==> config.mk <==
export PLATFORM = sky130hd
export DESIGN_NAME = txpage_reader
export DESIGN_NICKNAME = d
export VERILOG_FILES = /design/src/rtl/txpr_pkg.sv /design/src/rtl/txpr_addr_gen.sv /design/src/rtl/txpr_out_reg.sv /design/src/rtl/txpr_irq.sv /design/src/rtl/txpage_reader.sv
export SDC_FILE = /design/constraint.sdc
export NUM_CORES = 1
export LEC_CHECK = 0
export BUFFER_PORTS_ARGS = -buffer_cell sky130_fd_sc_hd__buf_2
export CAP_MARGIN = 5
export CORE_UTILIZATION = 40
export CTS_BUF_LIST = sky130_fd_sc_hd__clkbuf_16
export CTS_CLUSTER_DIAMETER = 40
export DETAILED_ROUTE_END_ITERATION = 16
export GPL_ROUTABILITY_DRIVEN = 0
export HOLD_SLACK_MARGIN = 0.1
export PLACE_DENSITY = 0.63
export SLEW_MARGIN = 5
export SYNTH_ARGS = -nofsm -noshare
export SYNTH_HDL_FRONTEND = slang
export SYNTH_SLANG_ARGS = --single-unit
==> constraint.sdc <==
create_clock -name clk_i -period 2.65 [get_ports clk_i]
set_input_delay 0.265 -clock clk_i [delete_from_list [all_inputs] [get_ports clk_i]]
set_output_delay 0.265 -clock clk_i [all_outputs]
set_load 0.01 [all_outputs]
==> src/rtl/txpr_pkg.sv <==
package txpr_pkg;

   typedef enum logic [2:0] {
      PH_IDLE  = 3'd0,
      PH_EMPTY = 3'd1,
      PH_FETCH = 3'd2,
      PH_WAIT  = 3'd3,
      PH_HOLD  = 3'd4,
      PH_DONE  = 3'd5
   } txpr_phase_t;

   localparam int unsigned TSR_W   = 8;
   localparam logic [TSR_W-1:0] TSR_OK   = 8'h01;
   localparam logic [TSR_W-1:0] TSR_FAIL = 8'h08;
   localparam int unsigned OK_BIT   = 1;
   localparam int unsigned FAIL_BIT = 3;

endpackage

==> src/rtl/txpr_addr_gen.sv <==
module txpr_addr_gen #(
   parameter int unsigned PAGE_W   = 8,
   parameter int unsigned CNT_W    = 16,
   parameter int unsigned HI_W     = 16,
   parameter int unsigned ADDR_W   = 32,
   parameter int unsigned PAGE_SH  = 8,
   parameter bit          HAS_HIGH = 1'b1
) (
   input  logic [PAGE_W-1:0] page_i,
   input  logic [CNT_W-1:0]  idx_i,
   input  logic [HI_W-1:0]   hi_i,
   input  logic              wide_i,
   output logic [ADDR_W-1:0] addr_o
);
   localparam int unsigned HI_SH = PAGE_W + PAGE_SH;

   logic [ADDR_W-1:0] low_addr;
   assign low_addr = (ADDR_W'(page_i) << PAGE_SH) + ADDR_W'(idx_i);

   generate
      if (HAS_HIGH) begin : g_high
         logic [ADDR_W-1:0] hi_part;
         assign hi_part = wide_i ? (ADDR_W'(hi_i) << HI_SH) : '0;
         assign addr_o  = low_addr + hi_part;
      end else begin : g_flat
         logic unused_hi;
         assign unused_hi = ^{hi_i, wide_i};
         assign addr_o    = low_addr;
      end
   endgenerate

   initial begin
      assert (HI_SH < ADDR_W) else $fatal(1, "address width too small for page field");
   end
endmodule

==> src/rtl/txpr_out_reg.sv <==
module txpr_out_reg #(
   parameter int unsigned DATA_W = 8
) (
   input  logic              clk_i,
   input  logic              rst_ni,
   input  logic              load_i,
   input  logic [DATA_W-1:0] data_i,
   input  logic              last_i,
   input  logic              ready_i,
   output logic              valid_o,
   output logic [DATA_W-1:0] data_o,
   output logic              last_o,
   output logic              fire_o
);
   always_ff @(posedge clk_i or negedge rst_ni) begin
      if (!rst_ni) begin
         valid_o <= 1'b0;
         data_o  <= '0;
         last_o  <= 1'b0;
      end else if (load_i) begin
         valid_o <= 1'b1;
         data_o  <= data_i;
         last_o  <= last_i;
      end else if (valid_o && ready_i) begin
         valid_o <= 1'b0;
      end
   end

   assign fire_o = valid_o && ready_i;

   AST_HOLD_STABLE: assert property (@(posedge clk_i) disable iff (!rst_ni)
      (valid_o && !ready_i) |=> (valid_o && $stable(data_o) && $stable(last_o)));

   initial begin
      assert (DATA_W >= 1) else $fatal(1, "data width must be positive");
   end
endmodule

==> src/rtl/txpr_irq.sv <==
module txpr_irq #(
   parameter int unsigned ISR_W = 8
) (
   input  logic             clk_i,
   input  logic             rst_ni,
   input  logic [ISR_W-1:0] set_i,
   input  logic [ISR_W-1:0] clr_i,
   input  logic [ISR_W-1:0] mask_i,
   output logic [ISR_W-1:0] isr_o,
   output logic             irq_o
);
   always_ff @(posedge clk_i or negedge rst_ni) begin
      if (!rst_ni) isr_o <= '0;
      else         isr_o <= (isr_o & ~clr_i) | set_i;
   end

   assign irq_o = |(isr_o & mask_i);

   generate
      for (genvar b = 0; b < ISR_W; b++) begin : g_bit
         AST_W1C_BIT: assert property (@(posedge clk_i) disable iff (!rst_ni)
            (clr_i[b] && !set_i[b]) |=> !isr_o[b]);
         AST_SET_BIT: assert property (@(posedge clk_i) disable iff (!rst_ni)
            set_i[b] |=> isr_o[b]);
      end
   endgenerate
endmodule

==> src/rtl/txpage_reader.sv <==
module txpage_reader
   import txpr_pkg::*;
#(
   parameter int unsigned PAGE_W    = 8,
   parameter int unsigned CNT_W     = 16,
   parameter int unsigned HI_W      = 16,
   parameter int unsigned ADDR_W    = 32,
   parameter int unsigned DATA_W    = 8,
   parameter int unsigned ISR_W     = 8,
   parameter int unsigned MAX_FRAME = 1518,
   parameter bit          HAS_HIGH  = 1'b1
) (
   input  logic              clk_i,
   input  logic              rst_ni,
   input  logic              in_reset_i,
   input  logic              loopback_i,
   input  logic              tx_go_i,
   input  logic [PAGE_W-1:0] tx_page_i,
   input  logic [CNT_W-1:0]  tx_count_i,
   input  logic [HI_W-1:0]   upper_addr_i,
   input  logic              wide_addr_i,
   output logic              mem_rd_o,
   output logic [ADDR_W-1:0] mem_addr_o,
   input  logic [DATA_W-1:0] mem_data_i,
   output logic [DATA_W-1:0] st_data_o,
   output logic              st_valid_o,
   input  logic              st_ready_i,
   output logic              st_last_o,
   input  logic              done_valid_i,
   input  logic              done_ok_i,
   input  logic [ISR_W-1:0]  int_mask_i,
   input  logic [ISR_W-1:0]  int_clear_i,
   output logic              cmd_tx_o,
   output logic [TSR_W-1:0]  tx_status_o,
   output logic [ISR_W-1:0]  int_status_o,
   output logic              irq_o,
   output logic              overlong_o
);
   localparam logic [CNT_W-1:0] LONG_LIMIT = CNT_W'(MAX_FRAME);

   txpr_phase_t       phase_q;
   logic [PAGE_W-1:0] page_q;
   logic [CNT_W-1:0]  cnt_q;
   logic [CNT_W-1:0]  idx_q;
   logic [HI_W-1:0]   hi_q;
   logic              wide_q;
   logic              cmd_q;
   logic [TSR_W-1:0]  tsr_q;
   logic              long_q;
   logic              accept;
   logic              final_byte;
   logic              fire;
   logic              load;
   logic [ISR_W-1:0]  isr_set;

   assign accept     = (phase_q == PH_IDLE) && tx_go_i && !in_reset_i && !loopback_i;
   assign final_byte = (idx_q == (cnt_q - 1'b1));
   assign mem_rd_o   = (phase_q == PH_FETCH);
   assign load       = (phase_q == PH_WAIT);

   always_ff @(posedge clk_i or negedge rst_ni) begin
      if (!rst_ni) begin
         phase_q <= PH_IDLE;
         page_q  <= '0;
         cnt_q   <= '0;
         idx_q   <= '0;
         hi_q    <= '0;
         wide_q  <= 1'b0;
         cmd_q   <= 1'b0;
         tsr_q   <= '0;
         long_q  <= 1'b0;
      end else begin
         unique case (phase_q)
            PH_IDLE: begin
               if (accept) begin
                  page_q  <= tx_page_i;
                  cnt_q   <= tx_count_i;
                  hi_q    <= upper_addr_i;
                  wide_q  <= wide_addr_i;
                  idx_q   <= '0;
                  cmd_q   <= 1'b1;
                  tsr_q   <= '0;
                  long_q  <= (tx_count_i > LONG_LIMIT);
                  phase_q <= (tx_count_i == '0) ? PH_EMPTY : PH_FETCH;
               end
            end
            PH_EMPTY: begin
               tsr_q   <= TSR_OK;
               cmd_q   <= 1'b0;
               phase_q <= PH_IDLE;
            end
            PH_FETCH: phase_q <= PH_WAIT;
            PH_WAIT:  phase_q <= PH_HOLD;
            PH_HOLD: begin
               if (fire) begin
                  if (final_byte) begin
                     phase_q <= PH_DONE;
                  end else begin
                     idx_q   <= idx_q + 1'b1;
                     phase_q <= PH_FETCH;
                  end
               end
            end
            PH_DONE: begin
               if (done_valid_i) begin
                  tsr_q   <= done_ok_i ? TSR_OK : TSR_FAIL;
                  cmd_q   <= 1'b0;
                  phase_q <= PH_IDLE;
               end
            end
            default: phase_q <= PH_IDLE;
         endcase
      end
   end

   always_comb begin
      isr_set = '0;
      if ((phase_q == PH_DONE) && done_valid_i) begin
         isr_set[OK_BIT]   = done_ok_i;
         isr_set[FAIL_BIT] = !done_ok_i;
      end
   end

   txpr_addr_gen #(
      .PAGE_W   (PAGE_W),
      .CNT_W    (CNT_W),
      .HI_W     (HI_W),
      .ADDR_W   (ADDR_W),
      .PAGE_SH  (8),
      .HAS_HIGH (HAS_HIGH)
   ) i_addr (
      .page_i (page_q),
      .idx_i  (idx_q),
      .hi_i   (hi_q),
      .wide_i (wide_q),
      .addr_o (mem_addr_o)
   );

   txpr_out_reg #(
      .DATA_W (DATA_W)
   ) i_out (
      .clk_i   (clk_i),
      .rst_ni  (rst_ni),
      .load_i  (load),
      .data_i  (mem_data_i),
      .last_i  (final_byte),
      .ready_i (st_ready_i),
      .valid_o (st_valid_o),
      .data_o  (st_data_o),
      .last_o  (st_last_o),
      .fire_o  (fire)
   );

   txpr_irq #(
      .ISR_W (ISR_W)
   ) i_irq (
      .clk_i  (clk_i),
      .rst_ni (rst_ni),
      .set_i  (isr_set),
      .clr_i  (int_clear_i),
      .mask_i (int_mask_i),
      .isr_o  (int_status_o),
      .irq_o  (irq_o)
   );

   assign cmd_tx_o    = cmd_q;
   assign tx_status_o = tsr_q;
   assign overlong_o  = long_q;

   AST_BUSY_CMD: assert property (@(posedge clk_i) disable iff (!rst_ni)
      (phase_q != PH_IDLE) |-> cmd_q);
   AST_START_CLEAR: assert property (@(posedge clk_i) disable iff (!rst_ni)
      accept |=> (tsr_q == '0 && cmd_q));
   AST_IGNORED_GO: assert property (@(posedge clk_i) disable iff (!rst_ni)
      ((phase_q == PH_IDLE) && tx_go_i && (in_reset_i || loopback_i)) |=> (!cmd_q && !mem_rd_o));
   AST_EMPTY_FRAME: assert property (@(posedge clk_i) disable iff (!rst_ni)
      (accept && tx_count_i == '0) |=> ##1 (tsr_q == TSR_OK && !cmd_q && !mem_rd_o));
   AST_READ_WHEN_EMPTY: assert property (@(posedge clk_i) disable iff (!rst_ni)
      mem_rd_o |-> !st_valid_o);
   AST_OK_CODE: assert property (@(posedge clk_i) disable iff (!rst_ni)
      ((phase_q == PH_DONE) && done_valid_i && done_ok_i) |=>
         (tsr_q == TSR_OK && int_status_o[OK_BIT] && !cmd_q));
   AST_FAIL_CODE: assert property (@(posedge clk_i) disable iff (!rst_ni)
      ((phase_q == PH_DONE) && done_valid_i && !done_ok_i) |=>
         (tsr_q == TSR_FAIL && int_status_o[FAIL_BIT] && !cmd_q));

   initial begin
      assert (ISR_W > FAIL_BIT) else $fatal(1, "interrupt status too narrow");
      assert (CNT_W >= 2)       else $fatal(1, "count width too small");
      assert (MAX_FRAME < (2 ** CNT_W)) else $fatal(1, "frame limit exceeds count range");
   end
endmodule

==> results.md <==
- Hold path depth: 3
- Reg2Reg Launch Point: idx_q[9]
- Drt drc: 0
- Fin worst setup slack: -0.2823 ns
- Final Skew: approximately 0.0069 ns
- Die width: ~110 um
- Worst reg2reg endpoint: idx_q[4]
- Mapped Area: ~5000 um2
- Fmax: approximately 0.34 GHz
- Die area: roughly 13,000 um2
- Placed instance area: approximately 6100 um2
- R2R Setup Slk: -0.15 ns
- GRT busiest layer: met2
- Worst setup EP type: primary output
- Slew Viols, Final: 0
- Starting Density: 0.4135
- Setup-failing EPs final: 34
- Core Area: 12,060 um2
- Number of buffers created by CTS: 9
- Element type at the critical path start: register
- Post-route ant nets: 0
- EDFF count, synth: 0
- HP Class: input port to register
- Routed vias/inst: 5.146
- IO Count: 135
- Fillers: approximately 1,100
- Top FF cell, synth: dfrtp_1
- Number of buffers added on ports: 128
- Period utilisation layout: 1.107
- Commonest cells post-synth: 153 x nand2_1, 82 x dfrtp_1, 31 x a21oi_1
- TritonRoute pass-1 iters: 4
- Die Ht: roughly 110 um
- Diodes inserted: 0
- Cell variety after synth: 60
- Max_cap viols: 0
- Path type of the worst setup path: register to primary output
- Total track usage: 0.2236
- Post-synthesis sequential area ratio: 0.4114
- Slew HR: 0.5909
- Grt met1 use: 0.2785
- Leak: 3.284 nW
- Total gr overflow: 0
- Worst VDD drop: 0.4884 mV
- Layout cells sized above 1: 0.3704
- Cell Pwr Density: between 800 and 900 nW/um2
- Top cells by area, synth: dfrtp_1 41%, nand2_1 12%, a21oi_1 3.1%
- #FFs+latches synth: 82
- P&R area growth vs syn: 38.91%
- Clk slew on worst S/H paths: roughly 0.060 ns
- Post-detail-place hpwl: about 10000 um
- Met2 usage: 0.3740
- CTS tree: done
- Post-synth top area cell: dfrtp_1
- Sequential Area: 2052 um2
- Total number of H-tree levels: 3
- Post-synth top area share: 0.4114
- Worst skew pair latency: between 0.3 and 0.4 ns
- Slew @ Worst Pin: slightly above 0.6 ns
- Warnings from Yosys: 0
- CP max FO: 8
- Initial DRC count: about 270
- Hold wc startpoint: upper_addr_i[0]
- Layout net count: about 860
- Longest Clk Path Bufs: 2
- Routed len/inst: ~15 um
- First-pass GRT wire length: around 23,000 um
- M3 GR Usage: 0.04463
- WP data arrival: between 2 and 3 ns
- Violated checks: negative setup slack
- WL final: around 14,000 um
- Post-route cell area: 6928 um2
- Worst Hold End: hi_q[0]
- Design Power: about 0.006 W
- Antenna violations before repair: 0
- Placement Rows: 40
- Period minus WS final: roughly 2.9 ns
- Clk root buf: clkbuf_16
- Largest net degree at the start of global routing: between 40 and 50
- Detailed-route via count: 4,894
- Syn_area_per_cell: roughly 8.5 um2
- Most frequent cell after synthesis: nand2_1
- Synthesized instance count: 585
- Status: complete, but fails checks
- Async SR Flop Fraction: 1.000
- Worst endpoint required time: between 2 and 2.5 ns
- Vias in the first global route: 4,896
- Final Hold Viols: 0
- Clock Sinks: between 80 and 90
- RSZ-0062 raised after global routing: true
- Worst reg2reg path depth: 9
- Multi-input gate area: slightly below 3000 um2
cell families after synthesis:
group	synth area share
compound gates	0.1242
xor+xnor	0.04365
fa+ha+maj	0.02910
buf+inv	0.05720
flops	0.4114
mux	0.05293
other cells	0.0007519
simple gates	0.2807
area by class of cell:
class / count / share of cell area
clock buffers: 9 / 0.03251
well taps: 168 / 0.03034
flip-flops and latches: 82 / 0.2962
inverters: 21 / 0.01192
repair buffers: 214 / 0.1947
clock inverters: 5 / 0.01174
multi-input cells: 452 / 0.4226
metrics by stage:
stage | setup WS (ns) | instances | TNS (ns) | hold slack, ns | util
6_report | -0.2823 | 951 | -4.641 | 0.1116 | 0.5744
5_1_grt | -0.4300 | 951 | -9.051 | 0.1003 | 0.5744
4_1_cts | -0.2989 | 946 | -4.540 | 0.1005 | 0.5550
3_5_place_dp | -0.2197 | 907 | -2.054 | 0.3248 | 0.5041
3_3_place_gp | -0.1063 | 907 | -0.8407 | 0.3100 | 0.5041
2_1_floorplan | 0.008995 | 590 | 0 | -0.03059 | -
worst max-delay path, stage by stage (launching register included):
cell and delay, ns:
dfrtp_1 0.35, ha_2 0.19, inv_2 0.04, fa_2 0.34
nor2b_2 0.13, o21ai_2 0.07, a21boi_2 0.19, o21ai_2 0.09
a21boi_2 0.22, o21ai_4 0.14, a21oi_2 0.19, mux2i_1 0.22
buf_2 0.16
what timing repair did:
action / 4_1_cts / 5_1_grt
resized for setup: 28 / 51
cloned: 0 / 1
setup buffers: 13 / 9
endpoints found under the setup margin: 33 / 37
endpoints found under the hold margin: 54 / 0
hold buffers: 12 / 0
pin swaps: 15 / 60
flip-flops by register name, summed over array words and instances, names as in the netlist, 2 cells and up:
signal and count:
idx_q 16, i_out.data_o 8, i_irq.isr_o 8, hi_q 16, phase_q 3, cnt_q 16
page_q 8, tx_status_o 2
metal layers:
layer	vias to the layer above	wire [um]
met5	-	0
met4	0	362
met3	27	681
met2	125	6806
met1	2351	6170
li1	2391	-
how the worst max path moves through the flow:
stage	start	endpoint
after floorplan	idx_q[9]	mem_addr_o[27]
after global placement	idx_q[8]	mem_addr_o[28]
after detailed placement	idx_q[8]	mem_addr_o[24]
after CTS	idx_q[8]	mem_addr_o[24]
after global routing	page_q[0]	mem_addr_o[26]
final	page_q[0]	mem_addr_o[26]
placed cells by master, fill, tap and decap left out, drive strengths merged, types with 3 or more instances in the layout:
cell	count
and3	4
inv	19
nand4	13
or3	15
nand4b	3
nor3	12
and2	5
nand3	17
nand2	153
dlygate4sd3	12
and4	3
a22oi	4
mux2i	14
clkinv	3
o31ai	3
a21o	3
or4	4
o22ai	4
xnor2	18
nor4	4
nand2b	13
a21oi	32
o211ai	6
conb	6
mux2	9
nor2b	9
xor2	6
o21ai	34
dfrtp	82
nor4b	3
clkbuf	9
buf	202
ha	10
nor2	24
where the power goes:
| group | internal [W] | total [W] | switching (W) |
|---|---|---|---|
| registers | 0.00168 | 0.00210 | 0.000429 |
| clock network | 0.000814 | 0.00131 | 0.000496 |
| logic | 0.00129 | 0.00271 | 0.00143 |
(Power assumes the default switching activity.)
